`config.mk`:
```
export PLATFORM = sky130hd
export DESIGN_NAME = irq_status_unit
export DESIGN_NICKNAME = d
export VERILOG_FILES = /design/src/rtl/irq_status_unit.sv
export SDC_FILE = /design/constraint.sdc
export NUM_CORES = 1
export LEC_CHECK = 0
export ABC_AREA = 1
export ABC_CLOCK_PERIOD_IN_PS = 1600
export BUFFER_PORTS_ARGS = -buffer_cell sky130_fd_sc_hd__buf_4
export CORE_UTILIZATION = 37
export CTS_BUF_LIST = sky130_fd_sc_hd__clkbuf_4 sky130_fd_sc_hd__clkbuf_8 sky130_fd_sc_hd__clkbuf_16
export CTS_CLUSTER_DIAMETER = 150
export DETAILED_ROUTE_END_ITERATION = 16
export PLACE_DENSITY = 0.84
export SLEW_MARGIN = 40
export SYNTH_ARGS = -nofsm -noshare
export SYNTH_HDL_FRONTEND = slang
export SYNTH_SLANG_ARGS = --single-unit
```
`constraint.sdc`:
```
create_clock -name clk -period 1.6 [get_ports clk]
set_input_delay 0.24 -clock clk [delete_from_list [all_inputs] [get_ports clk]]
set_output_delay 0.24 -clock clk [all_outputs]
set_load 0.02 [all_outputs]
```
`src/rtl/irq_status_unit.sv`:
```
module irq_status_unit #(
  parameter int DATA_W  = 32,
  parameter int ADDR_W  = 12,
  parameter int NUM_EVT = 4
) (
  input  logic              clk,
  input  logic              rst_n,
  input  logic [NUM_EVT-1:0] evt_i,
  input  logic [ADDR_W-1:0] reg_addr,
  input  logic              reg_wr,
  input  logic [DATA_W-1:0] reg_wdata,
  output logic [DATA_W-1:0] reg_rdata,
  output logic              irq_o
);

  localparam logic [ADDR_W-1:0] OFS_PEND = ADDR_W'('h10);
  localparam logic [ADDR_W-1:0] OFS_ACK  = ADDR_W'('h14);
  localparam logic [ADDR_W-1:0] OFS_MASK = ADDR_W'('h18);
  localparam logic [ADDR_W-1:0] OFS_MSTS = ADDR_W'('h1C);
  localparam int PAD_W = DATA_W - NUM_EVT;

  logic [NUM_EVT-1:0] pend_q, mask_q, ack_bits, live;
  logic ack_wr, mask_wr;
  logic unused_hi;

  assign ack_wr    = reg_wr && (reg_addr == OFS_ACK);
  assign mask_wr   = reg_wr && (reg_addr == OFS_MASK);
  assign ack_bits  = ack_wr ? reg_wdata[NUM_EVT-1:0] : '0;
  assign live      = pend_q & mask_q;
  assign irq_o     = |live;
  assign unused_hi = ^reg_wdata[DATA_W-1:NUM_EVT];

  always_ff @(posedge clk or negedge rst_n) begin
    if (!rst_n) begin
      pend_q <= '0;
      mask_q <= '0;
    end else begin
      pend_q <= (pend_q & ~ack_bits) | evt_i;
      if (mask_wr) mask_q <= reg_wdata[NUM_EVT-1:0];
    end
  end

  always_comb begin
    case (reg_addr)
      OFS_PEND: reg_rdata = {{PAD_W{1'b0}}, pend_q};
      OFS_MASK: reg_rdata = {{PAD_W{1'b0}}, mask_q};
      OFS_MSTS: reg_rdata = {{PAD_W{1'b0}}, live};
      default:  reg_rdata = '0;
    endcase
  end


  evt_sets_chk: assert property (@(posedge clk) disable iff (!rst_n)
    (|evt_i) |=> ((pend_q & $past(evt_i)) == $past(evt_i)));


  ack_clears_chk: assert property (@(posedge clk) disable iff (!rst_n)
    ack_wr |=> ((pend_q & $past(reg_wdata[NUM_EVT-1:0]) & ~$past(evt_i)) == '0));


  pend_hold_chk: assert property (@(posedge clk) disable iff (!rst_n)
    (!ack_wr && evt_i == '0) |=> $stable(pend_q));


  mask_load_chk: assert property (@(posedge clk) disable iff (!rst_n)
    mask_wr |=> (mask_q == $past(reg_wdata[NUM_EVT-1:0])));


  mask_hold_chk: assert property (@(posedge clk) disable iff (!rst_n)
    !mask_wr |=> $stable(mask_q));


  irq_cause_chk: assert property (@(posedge clk) disable iff (!rst_n)
    (!mask_wr && evt_i == '0) |=> !$rose(irq_o));

endmodule

```
==> out/qor.csv <==
stage;metric;value;unit
run_status;status;finished clean;
critical_path;cp.arrival;1.21;ns
synth;syn_inst;109;
clock_network;clock-sinks;8;
layout;fillers;204;
synth;synth_top_cell_by_area;buf_4;
route;vias;722;
power;clockPowerShare;0.295;
synth;synth.top_cells.by_count;buf_4 (28), nand2_1 (16), inv_1 (11), nand3_1 (11), nor2_1 (9);
global_route;grt_use_total;0.144;
timing;hold_violations;0;
clock_network;post_cts_buffers;0;
timing;period_share;0.909;
power;p_sw_frac;0.324;
global_route;antenna_found_initial;0;
synth;ys_seq_area_frac;0.248;
clock_network;cts.path.max_buffers;2;
global_route;first_global_vias;678;
floorplanning;dieArea;2380;um2
power;vdd_drop_max;0.381;mV
synth;ys.flop_type;dfrtp_1;
route;drtIter0Drc;6;
floorplanning;fp.dieW;48.7;um
synth;synth_top_cell_area_share;0.260;
route;avgViaCountPerCell;4.35;
synth;synth_area_per_cell;7.42;um2
clock_network;cts-htree-levels;1;
synth;synth-seq-cells;8;
clock_network;insertion_delay;0.24;ns
power;powerDensity;510;nW/um2
floorplanning;rows;16;
floorplanning;core_area;2000;um2
floorplanning;start_util;0.404;
timing;fmax;688;MHz
floorplanning;io-pin-count;84;
layout;nNetsFinal;192;
synth;synth.distinct_cells;20;
power;pwr-share-seq;0.412;
clock_network;cts_hold_buf;1;
placed_design;portBuffers;27;
power;switching_power;0.160;mW
power;leakage;0.532;nW
clock_network;cts_root_buffer;clkbuf_4;
timing;whs;0.168;ns
timing;finalSetupViolations;0;
route;antenna_left;0;
route;drt_pre_antenna_iters;4;
synth;synth_edf_count;0;
layout;drive_above_1_share;0.309;
placed_design;dp_hpwl;1380;um
clock_network;cts_tree;built;
power;share_comb_of_total_power;0.293;
synth;async_reset_ff_frac;1.00;
global_route;grt_max_degree;11;
placed_design;gp_congestion;0.762;
global_route;overflow;0;
route;drt_wl_total;1540;um
route;drc;0;
layout;antennaDiodeCount;0;
clock_network;cts_resized;0;
route;wl_per_cell;9.28;um
layout;area_growth;19.8;%
timing;skew;0;ns
synth;synth_area;808;um2
global_route;grt_pass1_wl;2690;um
critical_path;cp.required;1.36;ns
timing;rsz0062_at_grt;no;
floorplanning;chipHeight;48.7;um
timing;tns;0;ns
critical_path;crit_path_start_kind;primary input;
timing;layout_min_cycle_time;1.45;ns
power;p_int;0.334;mW
critical_path;rrSetupSlack;0.89;ns
clock_network;cts_buffers;3;
critical_path;critPathMaxFanout;10;
critical_path;endpoint_kind;output port;
synth;yosys_warnings;0;
timing;slew_viol_final;0;
synth;synth.most_common_cell;buf_4;
critical_path;critical_path_class;in -> out;
hold_path;hold_path.class;in -> reg;
synth;synthTopCellsByArea;buf_4 (26%), dfrtp_1 (25%), nand2_1 (7.4%), nand3_1 (6.8%), inv_1 (5.1%);
clock_network;clkTransAtPathRegs;0.05;ns
run;drv_cap;0;
-- cell families after synthesis --
kind of cell | Yosys count | synth area share
buffers and inverters | 40 | 0.316
AOI/OAI and AO/OA | 11 | 0.0991
and+or+nand+nor | 49 | 0.333
DFF | 8 | 0.248
other | 1 | 0.00464
-- flip-flops by register name, summed over array words and instances (netlist names) --
register / cells
mask_q: 4
pend_q: 4
-- power by group through the flow --
stage	sequential, mW	combinational [mW]	clock, mW
floorplan	0.207	0.137	0
global placement	0.207	0.139	0
detailed placement	0.207	0.143	0
CTS	0.203	0.145	0.155
global route	0.203	0.158	0.169
finish	0.204	0.145	0.146
-- metal layers --
| metal | vias up | track usage | share of wire |
|---|---|---|---|
| li1 | 354 | - | - |
| met1 | 330 | 0.118 | 0.33 |
| met2 | 36 | 0.317 | 0.62 |
| met3 | 2 | 0.0189 | 0.045 |
| met4 | 0 | 0.0686 | 0.0084 |
| met5 | - | 0 | 0 |
-- final cells by class --
cell class | count | area [um2] | share of cell area
Multi-Input combinational cell | 88 | 454 | 0.469
Tap cell | 27 | 33.8 | 0.0349
Clock buffer | 3 | 22.5 | 0.0233
Sequential cell | 8 | 200 | 0.207
Inverter | 12 | 45.0 | 0.0465
Timing Repair Buffer | 28 | 213 | 0.220
-- cell usage in the layout, fill, tap and decap left out --
master,netlist,layout
nor2_4,2,2
buf_4,28,27
nand2_2,3,3
nor2_2,3,3
nor2_1,9,9
inv_1,11,11
nor2_8,1,1
nand3_1,11,11
o21ai_1,3,3
o2111ai_1,3,3
conb_1,1,28
nand4_1,1,1
clkbuf_4,0,3
a21o_1,4,4
nand2_1,16,16
nor4_1,1,1
nor3_2,1,1
nand3_4,1,1
inv_2,1,1
o21ai_2,1,1
dlygate4sd3_1,0,1
dfrtp_1,8,8
-- final timing paths --
check                             startpoint  depth (start not counted)            to
worst max-delay path            reg_addr[11]                          9  reg_rdata[2]
worst max register to register     pend_q[0]                          1     pend_q[0]
worst min-delay path                evt_i[3]                          2     pend_q[3]
max in group asynchronous              rst_n                          2     mask_q[3]
min in group asynchronous              rst_n                          2     mask_q[1]
worst min register to register     pend_q[2]                          1     pend_q[2]
-- through the flow --
stage / power [mW] / util / setup slack [ns] / area (um2) / cells
after floorplan: 0.344 / - / 0.386 / 910 / 136
after CTS: 0.503 / 0.484 / 0.133 / 968 / 166
after global routing: 0.530 / 0.484 / 0.0449 / 968 / 166
final: 0.494 / 0.484 / 0.146 / 968 / 166
after detailed placement: 0.349 / 0.468 / 0.132 / 936 / 162
after global placement: 0.345 / 0.468 / 0.176 / 936 / 162
-- critical path: stages --
cell,delay [ns]
buf_4,0.11
nor2_1,0.13
nand2_2,0.12
nor2_8,0.20
nand3_1,0.10
nand3_1,0.09
nand2_1,0.05
inv_1,0.05
buf_4,0.13
No activity file was read; power rests on OpenSTA's default activity.
